File: config.mk
export PLATFORM = sky130hd
export DESIGN_NAME = fpstk_unit
export DESIGN_NICKNAME = d
export VERILOG_FILES = /design/src/rtl/fpstk_pkg.sv /design/src/rtl/fpstk_const_rom.sv /design/src/rtl/fpstk_regfile.sv /design/src/rtl/fpstk_ctrl.sv /design/src/rtl/fpstk_unit.sv
export SDC_FILE = /design/constraint.sdc
export NUM_CORES = 1
export LEC_CHECK = 0
export BUFFER_PORTS_ARGS = -buffer_cell sky130_fd_sc_hd__buf_2
export CAP_MARGIN = 25
export CORE_ASPECT_RATIO = 1.1
export CORE_MARGIN = 1
export CORE_UTILIZATION = 50
export DETAILED_ROUTE_END_ITERATION = 8
export PLACE_DENSITY_LB_ADDON = 0.15
export SLEW_MARGIN = 20
export SYNTH_ARGS = -nofsm -noshare
export SYNTH_HDL_FRONTEND = slang
export SYNTH_HIERARCHICAL = 1
export SYNTH_SLANG_ARGS = --single-unit
File: constraint.sdc
create_clock -name clk -period 7.2 [get_ports clk]
set_input_delay 0.36 -clock clk [delete_from_list [all_inputs] [get_ports clk]]
set_output_delay 0.36 -clock clk [all_outputs]
set_load 0.01 [all_outputs]
File: src/rtl/fpstk_pkg.sv
package fpstk_pkg;

  localparam int unsigned EXT_W = 80;
  localparam int unsigned CSEL_W = 3;

  typedef enum logic [1:0] {
    SRC_PORT  = 2'b00,
    SRC_REG   = 2'b01,
    SRC_CONST = 2'b10,
    SRC_CALT  = 2'b11
  } push_src_e;

  typedef enum logic [1:0] {
    RND_NEAR = 2'b00,
    RND_DOWN = 2'b01,
    RND_UP   = 2'b10,
    RND_ZERO = 2'b11
  } rnd_mode_e;

  // Default quiet NaN written on overflow
  localparam logic [EXT_W-1:0] INDEF_NAN = 80'hFFFF_C000_0000_0000_0000;

  // Stored constant: truncated value, value one ulp above, and the
  // choice used in round-to-nearest
  typedef struct packed {
    logic [EXT_W-1:0] lo;
    logic [EXT_W-1:0] hi;
    logic             near_hi;
  } const_pair_t;

  function automatic const_pair_t const_pair(input logic [CSEL_W-1:0] sel);
    const_pair_t p;
    case (sel)
      3'd0: begin
        p.lo = 80'h3FFF_8000_0000_0000_0000;
        p.hi = 80'h3FFF_8000_0000_0000_0000;
        p.near_hi = 1'b0;
      end
      3'd1: begin
        p.lo = 80'h4000_D49A_784B_CD1B_8AFE;
        p.hi = 80'h4000_D49A_784B_CD1B_8AFF;
        p.near_hi = 1'b0;
      end
      3'd2: begin
        p.lo = 80'h3FFF_B8AA_3B29_5C17_F0BB;
        p.hi = 80'h3FFF_B8AA_3B29_5C17_F0BC;
        p.near_hi = 1'b1;
      end
      3'd3: begin
        p.lo = 80'h4000_C90F_DAA2_2168_C234;
        p.hi = 80'h4000_C90F_DAA2_2168_C235;
        p.near_hi = 1'b1;
      end
      3'd4: begin
        p.lo = 80'h3FFD_9A20_9A84_FBCF_F798;
        p.hi = 80'h3FFD_9A20_9A84_FBCF_F799;
        p.near_hi = 1'b1;
      end
      3'd5: begin
        p.lo = 80'h3FFE_B172_17F7_D1CF_79AB;
        p.hi = 80'h3FFE_B172_17F7_D1CF_79AC;
        p.near_hi = 1'b1;
      end
      default: begin
        p.lo = '0;
        p.hi = '0;
        p.near_hi = 1'b0;
      end
    endcase
    return p;
  endfunction

endpackage

File: src/rtl/fpstk_const_rom.sv
module fpstk_const_rom
  import fpstk_pkg::*;
(
  input  logic [CSEL_W-1:0] sel_i,
  input  logic [1:0]        rnd_i,
  output logic [EXT_W-1:0]  value_o
);

  localparam int unsigned NCONST = 1 << CSEL_W;

  logic [EXT_W-1:0] tbl_near [NCONST];
  logic [EXT_W-1:0] tbl_down [NCONST];
  logic [EXT_W-1:0] tbl_up   [NCONST];

  // One pre-rounded entry per selector and mode
  for (genvar g = 0; g < NCONST; g++) begin : g_const
    localparam const_pair_t PAIR = const_pair(CSEL_W'(g));
    assign tbl_down[g] = PAIR.lo;
    assign tbl_up[g]   = PAIR.hi;
    assign tbl_near[g] = PAIR.near_hi ? PAIR.hi : PAIR.lo;
  end

  always_comb begin
    unique case (rnd_mode_e'(rnd_i))
      RND_NEAR: value_o = tbl_near[sel_i];
      RND_UP:   value_o = tbl_up[sel_i];
      default:  value_o = tbl_down[sel_i];
    endcase
  end

endmodule

File: src/rtl/fpstk_regfile.sv
module fpstk_regfile #(
  parameter int unsigned DEPTH = 8,
  parameter int unsigned WIDTH = 80,
  localparam int unsigned AW   = $clog2(DEPTH)
) (
  input  logic             clk,
  input  logic             wr_en_i,
  input  logic [AW-1:0]    wr_addr_i,
  input  logic [WIDTH-1:0] wr_data_i,
  input  logic [AW-1:0]    rd_a_addr_i,
  output logic [WIDTH-1:0] rd_a_data_o,
  input  logic [AW-1:0]    rd_b_addr_i,
  output logic [WIDTH-1:0] rd_b_data_o
);

  logic [WIDTH-1:0] entry_q [DEPTH];

  // Datapath storage carries no reset; validity lives in the tags
  for (genvar e = 0; e < DEPTH; e++) begin : g_entry
    logic entry_en;
    assign entry_en = wr_en_i && (wr_addr_i == AW'(e));
    always_ff @(posedge clk) begin
      if (entry_en) begin
        entry_q[e] <= wr_data_i;
      end
    end
  end

  assign rd_a_data_o = entry_q[rd_a_addr_i];
  assign rd_b_data_o = entry_q[rd_b_addr_i];

endmodule

File: src/rtl/fpstk_ctrl.sv
module fpstk_ctrl #(
  parameter int unsigned DEPTH = 8,
  localparam int unsigned AW   = $clog2(DEPTH)
) (
  input  logic          clk,
  input  logic          rst_n,
  input  logic          push_i,
  output logic [AW-1:0] top_o,
  output logic [AW-1:0] dest_o,
  output logic          ovf_o,
  output logic          c1_o,
  output logic          fault_o
);

  logic [AW-1:0]    top_q, top_d;
  logic [DEPTH-1:0] tag_q, tag_d;
  logic             c1_q, c1_d;
  logic             fault_q, fault_d;
  logic [AW-1:0]    dest;
  logic             ovf;

  assign dest = top_q - AW'(1);
  assign ovf  = tag_q[dest];

  always_comb begin
    top_d   = top_q;
    tag_d   = tag_q;
    c1_d    = c1_q;
    fault_d = 1'b0;
    if (push_i) begin
      top_d       = dest;
      tag_d[dest] = 1'b1;
      c1_d        = ovf;
      fault_d     = ovf;
    end
  end

  always_ff @(posedge clk or negedge rst_n) begin
    if (!rst_n) begin
      top_q   <= '0;
      tag_q   <= '0;
      c1_q    <= 1'b0;
      fault_q <= 1'b0;
    end else begin
      top_q   <= top_d;
      tag_q   <= tag_d;
      c1_q    <= c1_d;
      fault_q <= fault_d;
    end
  end

  assign top_o   = top_q;
  assign dest_o  = dest;
  assign ovf_o   = ovf;
  assign c1_o    = c1_q;
  assign fault_o = fault_q;


  top_step_chk: assert property (@(posedge clk) disable iff (!rst_n)
    push_i |=> top_q == $past(top_q) - AW'(1));


  idle_hold_chk: assert property (@(posedge clk) disable iff (!rst_n)
    !push_i |=> $stable(top_q) && $stable(c1_q) && !fault_q);


  ovf_flag_chk: assert property (@(posedge clk) disable iff (!rst_n)
    push_i && ovf |=> c1_q && fault_q);


  clean_push_chk: assert property (@(posedge clk) disable iff (!rst_n)
    push_i && !ovf |=> !c1_q && !fault_q);


  tag_grow_chk: assert property (@(posedge clk) disable iff (!rst_n)
    $countones(tag_q) >= $past($countones(tag_q)));

endmodule

File: src/rtl/fpstk_unit.sv
module fpstk_unit
  import fpstk_pkg::*;
#(
  parameter int unsigned DEPTH = 8,
  localparam int unsigned AW   = $clog2(DEPTH)
) (
  input  logic              clk,
  input  logic              rst_n,
  input  logic              push_valid,
  input  logic [1:0]        push_src,
  input  logic [EXT_W-1:0]  push_data,
  input  logic [AW-1:0]     src_index,
  input  logic [CSEL_W-1:0] const_sel,
  input  logic [1:0]        round_ctl,
  output logic              c1_flag,
  output logic              stack_fault,
  output logic [EXT_W-1:0]  st0_value,
  output logic [AW-1:0]     top_ptr
);

  logic [AW-1:0]    top;
  logic [AW-1:0]    dest;
  logic             ovf;
  logic [AW-1:0]    src_phys;
  logic [EXT_W-1:0] src_value;
  logic [EXT_W-1:0] const_value;
  logic [EXT_W-1:0] operand;
  logic [EXT_W-1:0] wr_data;

  fpstk_ctrl #(.DEPTH(DEPTH)) u_ctrl (
    .clk     (clk),
    .rst_n   (rst_n),
    .push_i  (push_valid),
    .top_o   (top),
    .dest_o  (dest),
    .ovf_o   (ovf),
    .c1_o    (c1_flag),
    .fault_o (stack_fault)
  );

  fpstk_const_rom u_rom (
    .sel_i   (const_sel),
    .rnd_i   (round_ctl),
    .value_o (const_value)
  );

  // ST(i) is taken relative to the pointer before it moves
  assign src_phys = top + src_index;

  always_comb begin
    unique case (push_src_e'(push_src))
      SRC_PORT: operand = push_data;
      SRC_REG:  operand = src_value;
      default:  operand = const_value;
    endcase
  end

  assign wr_data = ovf ? INDEF_NAN : operand;

  fpstk_regfile #(.DEPTH(DEPTH), .WIDTH(EXT_W)) u_regs (
    .clk         (clk),
    .wr_en_i     (push_valid),
    .wr_addr_i   (dest),
    .wr_data_i   (wr_data),
    .rd_a_addr_i (src_phys),
    .rd_a_data_o (src_value),
    .rd_b_addr_i (top),
    .rd_b_data_o (st0_value)
  );

  assign top_ptr = top;


  st0_load_chk: assert property (@(posedge clk) disable iff (!rst_n)
    push_valid |=> st0_value == $past(wr_data));


  ovf_nan_chk: assert property (@(posedge clk) disable iff (!rst_n)
    push_valid && ovf |=> st0_value == INDEF_NAN);


  port_pass_chk: assert property (@(posedge clk) disable iff (!rst_n)
    push_valid && !ovf && push_src == 2'b00 |=> st0_value == $past(push_data));


  st0_hold_chk: assert property (@(posedge clk) disable iff (!rst_n)
    !push_valid |=> $stable(st0_value));

endmodule

Yosys cells after proc, flatten, opt, wreduce, memory -nomap -nowiden
Memories as Yosys holds them, arrays and structs flattened.
Index checks and enable logic that the tools add are counted.

cells by class
  add/subtract/negate cells = 2
  $lt $le $gt $ge = 3
  equal/unequal tests = 9
  muxes and demuxes = 51
  bitwise operators = 2
  reductions and logical operators = 19

operators with widths
  cell                                                        number
  2-to-1 mux 80 bit                                           14
  OR reduction 80 bit                                         7
  one-hot mux 80 bit (2 select lines)                         2
  2-to-1 mux 1 bit                                            26
  2-to-1 mux 3 bit                                            7
  == test 3 bit, second input constant                        4
  logical AND 1 bit                                           9
  bitwise OR 8 bit                                            1
  == test 3 x 2 -> 1 bit, second input constant               2
  >= comparator 4 bit, second input constant                  1
  logical NOT 2 bit                                           2
  less-than comparator 3 x 4 -> 1 bit, second input constant  1
  NOT 3 -> 4 bit                                              1
  adder 3 bit                                                 1
  binary-select mux 1 bit (select 3 bit)                      1
  demux 1 bit (select 3 bit)                                  1
  == test 3 x 1 -> 1 bit, second input constant               1
  >= comparator 3 x 1 -> 1 bit, second input constant         1
  logical NOT 3 bit                                           1
  subtractor 3 x 1 -> 3 bit, second input constant            1
  == test 2 x 1 -> 1 bit, second input constant               1
  == test 2 bit, second input constant                        1

word-level totals
  register bits after elaboration = 13
  RAM bits = 640
  ROM bits = 1920
  input bits = 93
  logic and storage cells = 94
  memories = 4

memories
  name              words  bits a word  rd ports  clocked after memory_dff  wr ports  RTL line               RTL
  (name not given)  8      80           1         0                         0         fpstk_const_rom.sv:25  RND_NEAR: value_o = tbl_near[sel_i];
  (name not given)  8      80           1         0                         0         fpstk_const_rom.sv:26  RND_UP: value_o = tbl_up[sel_i];
  (name not given)  8      80           1         0                         0         fpstk_const_rom.sv:27  default: value_o = tbl_down[sel_i];
  u_regs.entry_q    8      80           2         0                         1         fpstk_regfile.sv:16    logic [WIDTH-1:0] entry_q [DEPTH];

Longest topological paths before layout
Gate-level depths: netlist of run 1.

  depth after elaboration = 14
  gate-level depth with buffers = 11

Hierarchy
The synthesis of run 1 kept the hierarchy.

by module, submodules not included
  module           instances  cells an instance  area an instance (um^2)
  fpstk_regfile    1          1223               28830.2
  fpstk_unit       1          266                2180.8
  fpstk_const_rom  1          109                735.7
  fpstk_ctrl       1          42                 584.3

Worst setup path before layout of run 1
Ideal clock, no wire load.

  path type = register -> register
  start = register u_ctrl.top_q[0], in the netlist u_ctrl/top_o[0]
  end = memory u_regs.entry_q[2][0], enable pin
  library setup time = 0.616 ns
  arrival = 6.899 ns
  setup slack = -0.316 ns
  stages on the path, launching flop included = 7
  path buffers = 1
  cells stage by stage = dfrtp_1 buf_6 inv_1 ha_1 xnor2_1 inv_1 nor3_1

between the ends
  elaborated cells on any way between the ends = 54
  those cells by class = add/sub: 1; eq/ne: 7; mux: 30; reduce/logical: 16

RTL lines
  item                                                                                 RTL line             RTL
  start: declaration                                                                   fpstk_ctrl.sv:15     logic [AW-1:0] top_q, top_d;
  start signal: assignment                                                             fpstk_ctrl.sv:45     top_q <= top_d;
  subtractor 3 x 1 -> 3 bit (*)                                                        fpstk_ctrl.sv:22     assign dest = top_q - AW'(1);
  net dest[0]                                                                          fpstk_unit.sv:22     logic [AW-1:0] dest;
  == test 3 x 2 -> 1 bit (*)                                                           fpstk_regfile.sv:21  assign entry_en = wr_en_i && (wr_addr_i == AW'(e));
  logical AND 1 bit (*)                                                                fpstk_regfile.sv:21
  net u_regs.g_entry[2].entry_en                                                       fpstk_regfile.sv:20  logic entry_en;
  2-to-1 mux 1 bit (*)                                                                 fpstk_regfile.sv:23  if (entry_en) begin
  2-to-1 mux 1 bit (implied by the code) (*)                                           fpstk_regfile.sv:24  entry_q[e] <= wr_data_i;
  OR reduction 80 bit (no source line)                                                 n/a
  2-to-1 mux 3 bit (no source line) or 2-to-1 mux 1 bit (tied branches) (6 in series)  n/a
  end: declaration                                                                     fpstk_regfile.sv:16

The timed path passes the listed nets; every way through them passes the cells marked *.

Worst setup path after layout of run 1
  start = register u_ctrl.top_q[1], in the netlist u_ctrl/top_o[1]
  end = memory u_regs.entry_q[7][3] (data pin)

between the ends
  elaborated cells on any way between the ends = 44
  those cells by class = add/sub: 2; eq/ne: 6; mux: 23; reduce/logical: 12; memory: 1

RTL lines
  item                                              RTL line          RTL
  adder 3 bit (*)                                   fpstk_unit.sv:48  assign src_phys = top + src_index;
  net src_phys[1]                                   fpstk_unit.sv:24  logic [AW-1:0] src_phys;
  memory read (8 x 80 bit) (*)                      n/a
  net src_value[3]                                  fpstk_unit.sv:25  logic [EXT_W-1:0] src_value;
  one-hot mux 80 bit (2 select lines) (*)           fpstk_unit.sv:51  unique case (push_src_e'(push_src))
  2-to-1 mux 80 bit (*)                             fpstk_unit.sv:58  assign wr_data = ovf ? INDEF_NAN : operand;
  net wr_data[3]                                    fpstk_unit.sv:28  logic [EXT_W-1:0] wr_data;
  2-to-1 mux 80 bit (no source line) (6 in series)  n/a
  2-to-1 mux 80 bit (no source line) (*)            n/a

The timed path passes the listed nets; every way through them passes the cells marked *. The select of a mux whose other input is x is not followed.

==> run metrics, run 1 <==
actual slew at the worst max-slew pin=1.05 ns; htree depth=3; CP peak stage delay=0.91 ns; CP delay by family, top=buffers and inverters; drt via density=6.44; via count=17.1k; Max transition margin=29.9%; Synth-to-Final Area Change=10.9%; first drt pass iteration count=6; num rows=97; Area after DPL=33,500 um^2; final cell count without fillers=2,649; min Tclk post-route=4.41 ns; CP Capture Type=flop; clk root buf=clkbuf_16; WL/cell=30.3 um; compound-cell area share of the yosys netlist=2.45%; multiplexer area fraction after synthesis=30.7%; Hold WS=0.129 ns; result of the run=finished, final reports clean; final hold violation count=0; most common cell after layout, fill and taps aside=edfxtp_1; clk sinks=653; dpl ws=2.78 ns; TritonCTS clock tree=built; Req. time, crit path=7.47 ns; maxcap violations=0; final instance area=35,900 um^2; most frequent cells in the layout=640 x edfxtp_1, 322 x mux4_2, 176 x buf_2; global-route wire length before repair=118 mm; Seq/Total Area, Yosys=60.4%; post-synthesis register bit count=653; LEAKAGE=0.0118 uW; Core Box Area=63,800 um^2; clk buf depth=3; worst-skew pair later-pin latency=0.62 ns; Post-CTS Hold Buffers=1; Post-Synth Simple-Gate Area=1.93%; Initial Utilization=50.6%; vias in the first global route=18.2k; Boundary Pins=178; final WL=80.2 mm; critical path fanouts, max=51; EDFF count, synth=640; initial antenna violation count=9; Synth cell types=43; Resized Gates After CTS=0; Synth Area in XOR/XNOR=0.135%; drc violations=0; largest net degree at the start of global routing=113; Power Dens Cells=498 nW/um^2; setup TNS=0 ns; Synth Flop Type=edfxtp_1; Setup CP Type=reg -> reg; placed cells=2,519; post-CTS repair timing setup buffer count=0; CP cell instances=inv_1, fa_1, inv_4, buf_4, mux2_2, mux2i_1, a211oi_1; GP Congestion=0.762; Iteration-0 DRC Markers=1,450; Final Skew=0.0282 ns; final worst-path cycle share=61.2%; final count of negative-setup-slack endpoints=0; count of buffers from port buffering=177; DP HPWL=43.7 mm; unrepaired setup endpoints after global routing=false; Routed Antenna Nets=0; yosys warns=6; die height=269 um; synthesized area=32,300 um^2; syn avg cell area=19.7 um^2; Critical Path AT=4.68 ns; Worst-path clk slew=0.06 ns; layout cells sized above 1=45.4%; Max Slew Vio Count=0; ys async rst share=1.99%; Peak VDD IR=648 uV; die width=244 um; Die ar.=65,700 um^2; Num CTS Buffers=70; Syn Nets=1,743; adder-cell share of the synthesized area=0.410%; largest family of logic cells by synthesized area=multiplexers; Hold Path Class=in -> reg; slowest cell on the critical path=dfrtp_4; Mapped Cells=1,640; setup ws final=2.79 ns; NumNets Final=1,854; Max Freq=227 MHz; GRT Residual Overflow=0; Crit path buffers/inverters=3; crit path launch type=flop; gr usage total=24.7%
==> registers in the layout (all words and copies together) (netlist names) <==
register and flops:
u_regs/entry_q 640, u_ctrl/tag_q 8, u_ctrl/c1_o 1, u_ctrl/fault_o 1, u_ctrl/top_o 3
==> synthesized netlist by cell type, types with 11 or more instances <==
master     instances  area share [%]
buf_6             27            0.94
inv_1             18            0.21
edfxtp_1         640              59
mux2i_1           82             2.5
a211oi_1          58             1.3
nand2_1           15            0.17
buf_2             40            0.62
clkbuf_1          43            0.50
nor2_1            11            0.13
a2bb2oi_1         18            0.49
buf_4             48             1.1
mux2_2           161             5.6
nor2b_1           63             1.2
mux4_2           322              22
dfrtp_1           13             1.0
==> routing by layer <==
metal  track usage, %  routed length (um)  vias up
li1                 -                   -     7108
met1             33.8               32400     9198
met2             40.9               40300      608
met3             4.50                5770      132
met4             7.21                1730       10
met5                0                  64        -
==> cell families (layout without fill, tap and decap cells) <==
logic type / count (synthesis) / in the layout
AO/OA/AOI/OAI: 102 / 102
AND/OR/NAND/NOR: 108 / 108
other: 1 / 7
buffers and inverters: 194 / 356
flip-flops: 653 / 653
XOR/XNOR: 5 / 5
adder cells (fa/ha/maj): 10 / 10
multiplexers: 567 / 567
==> final timing paths <==
check / cells after the start / start / slack (ns) / to
worst max-delay path: 7 / u_ctrl/top_o[1] / 2.79 / u_regs/entry_q[7][3]
worst min-delay path: 2 / push_valid / 0.13 / u_ctrl/top_o[0]
worst max register to register: 7 / u_ctrl/top_o[1] / 2.79 / u_regs/entry_q[7][3]
worst min register to register: 1 / u_ctrl/tag_q[7] / 0.46 / u_ctrl/tag_q[7]
max in group asynchronous: 2 / rst_n / 6.77 / u_ctrl/top_o[2]
min in group asynchronous: 2 / rst_n / 0.17 / u_ctrl/c1_o
==> worst reg2reg max path: cells and delay by family (launching register included) <==
family | cells | cell delay (ns)
flops | 1 | 0.91
compound gates | 1 | 0.75
fa+ha+maj | 1 | 0.53
buf+inv | 3 | 1.53
mux | 2 | 0.36
==> area by class of cell <==
class                           count  area [um^2]
Antenna cell                        6         15.0
Sequential cell                   653        19600
Tap cell                          841         1050
Inverter                           20         78.8
Multi-Input combinational cell    793        11600
Timing Repair Buffer              213         1270
Fill cell                        4893        28000
Clock buffer                       89         1840
Clock inverter                     34          457
==> power breakdown <==
group	switching (uW)	leakage (uW)	internal [uW]
clock network	1460	0.00112	2210
registers	487	0.00590	5580
logic	4200	0.00474	3910
==> metrics by stage <==
step,util [%],power (uW)
global route,56.2,18700
finish,56.2,17800
CTS,56.1,18000
floorplan,-,12100
global placement,52.5,14200
detailed placement,52.5,14300
Power figures use the tool's default switching activity.
==> run 2, diff against run 1 <==
- clock period: 7.2 -> 3.7 ns (I/O delays scaled with it)
==> run 2 against run 1 <==
Against the previous run: critical path depth is 2 lower; sequential power is 89% higher; worst hold slack better by 0.039 ns; cell count is 1.3% higher; clock power is 81% higher; count of clock-buffer cells in the layout is 4 higher; flip-flop and latch count stayed put; first-iteration DRC count is 7.0% lower; combinational power is 110% higher; register-to-register slack worse by 2.5 ns; total power is 96% higher; wire length is 2.2% higher; critical path type is now reg -> out; largest power group unchanged; highest routed layer unchanged.
==> run metrics, run 2 (synthesized netlist as in run 1, its figures left out) <==
result of the run=finished, final reports clean; unrepaired setup endpoints after global routing=false; register area=19,600 um^2; drc violations=0; crit path launch type=flop; Die ar.=65,700 um^2; Num CTS Buffers=68; Max Slew Vio Count=0; die height=269 um; Max Freq=288 MHz; vias in the first global route=18.4k; CP Capture Type=primary output; via count=17.1k; Setup CP Type=reg -> out; Power Dens Cells=964 nW/um^2; internal reg-to-reg setup slack=0.30 ns; gr usage total=25.4%; total power draw=35,000 uW; Synth-to-Final Area Change=12.2%; LEAKAGE=0.0120 uW; max reg flops=640; critical path endpoint=st0_value[34]; worst-skew pair later-pin latency=0.60 ns; Resized Gates After CTS=0; Hold Path Class=in -> reg; multi-input logic area=11,600 um^2; Routed Antenna Nets=0; Peak VDD IR=1070 uV; die width=244 um; CP peak stage delay=0.63 ns; maxcap violations=0; min Tclk post-route=3.48 ns; actual slew at the worst max-slew pin=0.990 ns; WL/cell=30.6 um; initial antenna violation count=7; Initial Utilization=50.6%; placed cells=2,557; CP startpoint=u_ctrl/top_o[2]; final WL=82.0 mm; clk sinks=653; critical path fanouts, max=48; drt via density=6.36; Core Box Area=63,800 um^2; clk buf depth=3; clk root buf=clkbuf_16; Req. time, crit path=3.51 ns; CP cell instances=buf_4, buf_4, mux4_2, mux2_2, buf_2; dpl ws=0.347 ns; reg2reg end=u_regs/entry_q[6][54]; NumNets Final=1,893; FILL cells=4,813; count of buffers from port buffering=177; global-route wire length before repair=120 mm; Boundary Pins=178; most common cell after layout, fill and taps aside=edfxtp_1; num rows=97; GRT Residual Overflow=0; DP HPWL=46.6 mm; final instance area=36,300 um^2; final hold violation count=0; largest net degree at the start of global routing=83; Reg with most FFs=u_regs/entry_q; first drt pass iteration count=5; slowest cell on the critical path=buf_4; Final Skew=0.0225 ns; final cell count without fillers=2,683; setup ws final=0.224 ns; GR Layer Usage met2=42.2%; Max transition margin=34.0%; Crit path top cell by count=buf_4; Iteration-0 DRC Markers=1,349; gr busiest metal=met2; R2R depth=10; final worst-path cycle share=94.0%; Area after DPL=34,100 um^2; met3 usage=4.87%; GP Congestion=0.757; met1 Use GR=33.7%; TritonCTS clock tree=built; Critical R2R Launch=u_ctrl/top_o[0]; Critical Path AT=3.29 ns; most frequent cells in the layout=640 x edfxtp_1, 322 x mux4_2, 176 x buf_2; Worst-path clk slew=0.06 ns; layout cells sized above 1=46.8%; final count of negative-setup-slack endpoints=0; htree depth=3
[run 2: layer usage]
layer / vias to the layer above / share of wire (%)
met5: - / 0.056
met4: 8 / 3.0
met3: 134 / 6.6
met2: 600 / 50
met1: 9122 / 40
li1: 7197 / -
[run 2: worst min path at each step]
stage / end / startpoint / cells past startpoint / slack (ns)
final: u_regs/entry_q[2][72] / push_data[72] / 3 / 0.17
after global routing: u_regs/entry_q[1][56] / push_data[56] / 3 / 0.17
after CTS: u_regs/entry_q[1][72] / push_data[72] / 3 / 0.14
after detailed placement: u_ctrl/tag_q[4] / rst_n / 1 / 0.09
after global placement: u_ctrl/fault_o / rst_n / 1 / 0.08
after floorplan: u_ctrl/c1_o / rst_n / 0 / -0.11
[run 2: layout make-up]
| type | instances | share of cell area (%) |
|---|---|---|
| clock buffer | 93 | 5.32 |
| sequential | 653 | 53.9 |
| inverter | 20 | 0.224 |
| tap | 841 | 2.90 |
| clock inverter | 25 | 0.603 |
| multi-input combinational | 793 | 32.1 |
| timing repair buffer | 254 | 4.97 |
| antenna | 4 | 0.0276 |
[run 2: repair_timing]
item,CTS,global route
setup buffers,0,0
hold endpoints to repair,19,0
hold buffers,4,0
[run 2: critical path, delay by kind of cell (launching register included)]
family                 cells  cell delay (ns)
flip-flops                 1             0.49
multiplexers               2             0.75
buffers and inverters      3             1.42
[run 2: through the flow]
| step | hold WS, ns | TNS [ns] | utilization (%) |
|---|---|---|---|
| finish | 0.168 | 0 | 56.8 |
| global route | 0.174 | 0 | 56.8 |
| CTS | 0.143 | 0 | 56.8 |
| detailed placement | 0.0919 | 0 | 53.4 |
| global placement | 0.0832 | 0 | 53.4 |
| floorplan | -0.111 | -93.68 | - |
[run 2: power by group]
group | internal [uW] | switching [uW] | leakage [uW]
Combinational | 8140 | 8720 | 0.00502
Sequential | 10800 | 632 | 0.00590
Clock | 3920 | 2720 | 0.00105
Total | 22900 | 12100 | 0.0120
==> run 3, diff against run 2 <==
--- a/config.mk
+++ b/config.mk
@@ -14,3 +14,2 @@
 export PLACE_DENSITY_LB_ADDON = 0.15
-export SLEW_MARGIN = 20
 export SYNTH_ARGS = -nofsm -noshare
==> constraint.sdc (replaced) <==
create_clock -name clk -period 3.7 [get_ports clk]
set_input_delay 0.37 -clock clk [delete_from_list [all_inputs] [get_ports clk]]
set_output_delay 0.37 -clock clk [all_outputs]
set_load 0.01 [all_outputs]
==> run 3 against run 2 <==
Against the previous run: worst hold slack better by 0.0011 ns; global-route usage down 0.12 points; combinational power about the same; wire length decreased by 0.46%; non-clock buffer count increased by 18; setup slack improved by 0.0080 ns; fmax grew 0.23%; largest cell class unchanged; largest power group unchanged; first-iteration DRC count grew 2.8%; flip-flop and latch count did not move; highest routed layer unchanged.
==> run metrics, run 3 (synthesized netlist as in run 1, its figures left out) <==
Max Slew Vio Count=0; unrepaired setup endpoints after global routing=false; Peak VDD IR=593 uV; first drt pass iteration count=5; actual slew at the worst max-slew pin=1.26 ns; clk buf depth=3; Crit path top cell by count=buf_16; final WL=81.6 mm; Top Layer Used=met5; layout cells sized above 1=47.5%; Final Skew=0.0285 ns; Power Dens Cells=968 nW/um^2; Crit path buffers/inverters=3; Req. time, crit path=3.33 ns; gr usage total=25.3%; drc violations=0; htree depth=3; Area after DPL=34,300 um^2; GRT Residual Overflow=0; CP peak stage delay=0.55 ns; final count of negative-setup-slack endpoints=0; Synth-to-Final Area Change=13.1%; Iteration-0 DRC Markers=1,387; WL met3=4.70 mm; vias in the first global route=18.3k; final hold violation count=0; M1 WL=33.5 mm; total power draw=35,400 uW; placed cells=2,577; CP Capture Type=primary output; Max transition margin=16.0%; crit path launch type=flop; DP HPWL=48.0 mm; Diodes inserted=0; Reg with most FFs=u_regs/entry_q; final core occ=57.3%; critical path fanouts, max=72; max reg flops=640; maxcap violations=0; Core Box Area=63,800 um^2; result of the run=finished, final reports clean; die width=244 um; Hold Path Class=in -> reg; Critical Path AT=3.10 ns; NumNets Final=1,911; die height=269 um; clk sinks=653; Boundary Pins=178; GP Congestion=0.777; Routed Antenna Nets=0; most common cell after layout, fill and taps aside=edfxtp_1; Setup CP Type=reg -> out; via count=17.2k; final instance area=36,600 um^2; Die ar.=65,700 um^2; most frequent cells in the layout=640 x edfxtp_1, 322 x mux4_2, 176 x buf_2; WL/cell=30.3 um; TritonCTS clock tree=built; Hold WS=0.169 ns; final cell count without fillers=2,697; Initial Utilization=50.6%; initial antenna violation count=3; num rows=97; global-route wire length before repair=120 mm; Worst-path clk slew=0.06 ns; DR WL met2=41.5 mm; largest net degree at the start of global routing=145; final worst-path cycle share=93.7%; min Tclk post-route=3.47 ns; Max Freq=288 MHz; worst-skew pair later-pin latency=0.61 ns; slowest cell on the critical path=mux4_2; clk root buf=clkbuf_16; drt via density=6.37; LEAKAGE=0.0121 uW; count of buffers from port buffering=177; CP cell instances=buf_16, buf_16, mux4_2, mux2_2, buf_2; CP delay by family, top=buffers and inverters; Num CTS Buffers=68
-- run 3: changes by cell type in the layout (fill, tap and decap cells not counted), sizes merged --
cell	delta
clkinv	-3
diode	-4
clkinvlp	-1
bufinv	+3
dlygate4sd3	-3
inv	+1
buf	+21
-- run 3: area by class of cell --
type / instances / area (um^2)
Clock buffer: 93 / 1860
Clock inverter: 25 / 323
Fill cell: 4777 / 27300
Timing Repair Buffer: 272 / 2060
Sequential cell: 653 / 19600
Multi-Input combinational cell: 793 / 11600
Inverter: 20 / 81.3
Tap cell: 841 / 1050
-- run 3: power by group --
part	switching [uW]	internal, uW	total, uW	leakage (uW)
combinational	8750	8420	17200	0.00516
sequential	631	10800	11500	0.00590
clock	2770	4010	6780	0.00106
-- run 3: final timing paths --
path                       depth (start not counted)               endpoint            start  slack [ns]
min                                                3        u_ctrl/top_o[2]       push_valid        0.17
min in group asynchronous                          2        u_ctrl/top_o[2]            rst_n        0.18
max reg2reg                                       10  u_regs/entry_q[3][22]  u_ctrl/top_o[0]        0.32
max in group asynchronous                          2        u_ctrl/top_o[1]            rst_n        3.24
min reg2reg                                        1        u_ctrl/tag_q[3]  u_ctrl/tag_q[3]        0.47
max                                                5          st0_value[43]  u_ctrl/top_o[0]        0.23
-- run 3: stage by stage --
| stage | setup WS, ns | setup TNS, ns |
|---|---|---|
| 2_1_floorplan | -0.328 | -93.68 |
| 3_3_place_gp | 0.428 | 0 |
| 3_5_place_dp | 0.358 | 0 |
| 4_1_cts | 0.0244 | 0 |
| 5_1_grt | 0.0883 | 0 |
| 6_report | 0.232 | 0 |
-- run 3: timing repair --
item | in CTS | in global routing
resized for setup | 2 | 1
endpoints found under the setup margin | 40 | 26
setup buffers | 0 | 0
gates cloned | 1 | 0
hold buffers | 1 | 0
endpoints found under the hold margin | 13 | 0
-- run 3: per-layer routing --
metal | track usage, % | vias to the layer above
li1 | - | 7227
met1 | 34.4 | 9255
met2 | 42.7 | 576
met3 | 3.48 | 115
met4 | 7.35 | 6
met5 | 0 | -
-- run 3: worst reg2reg max path, stage by stage (launching register included) --
cell and delay, ns:
dfrtp_4 0.48, ha_4 0.14, inv_1 0.04, fa_1 0.40, xnor2_2 0.22, buf_12 0.28, buf_12 0.24, mux4_2 0.21
mux2_2 0.14, mux2i_1 0.06, a211oi_1 0.84
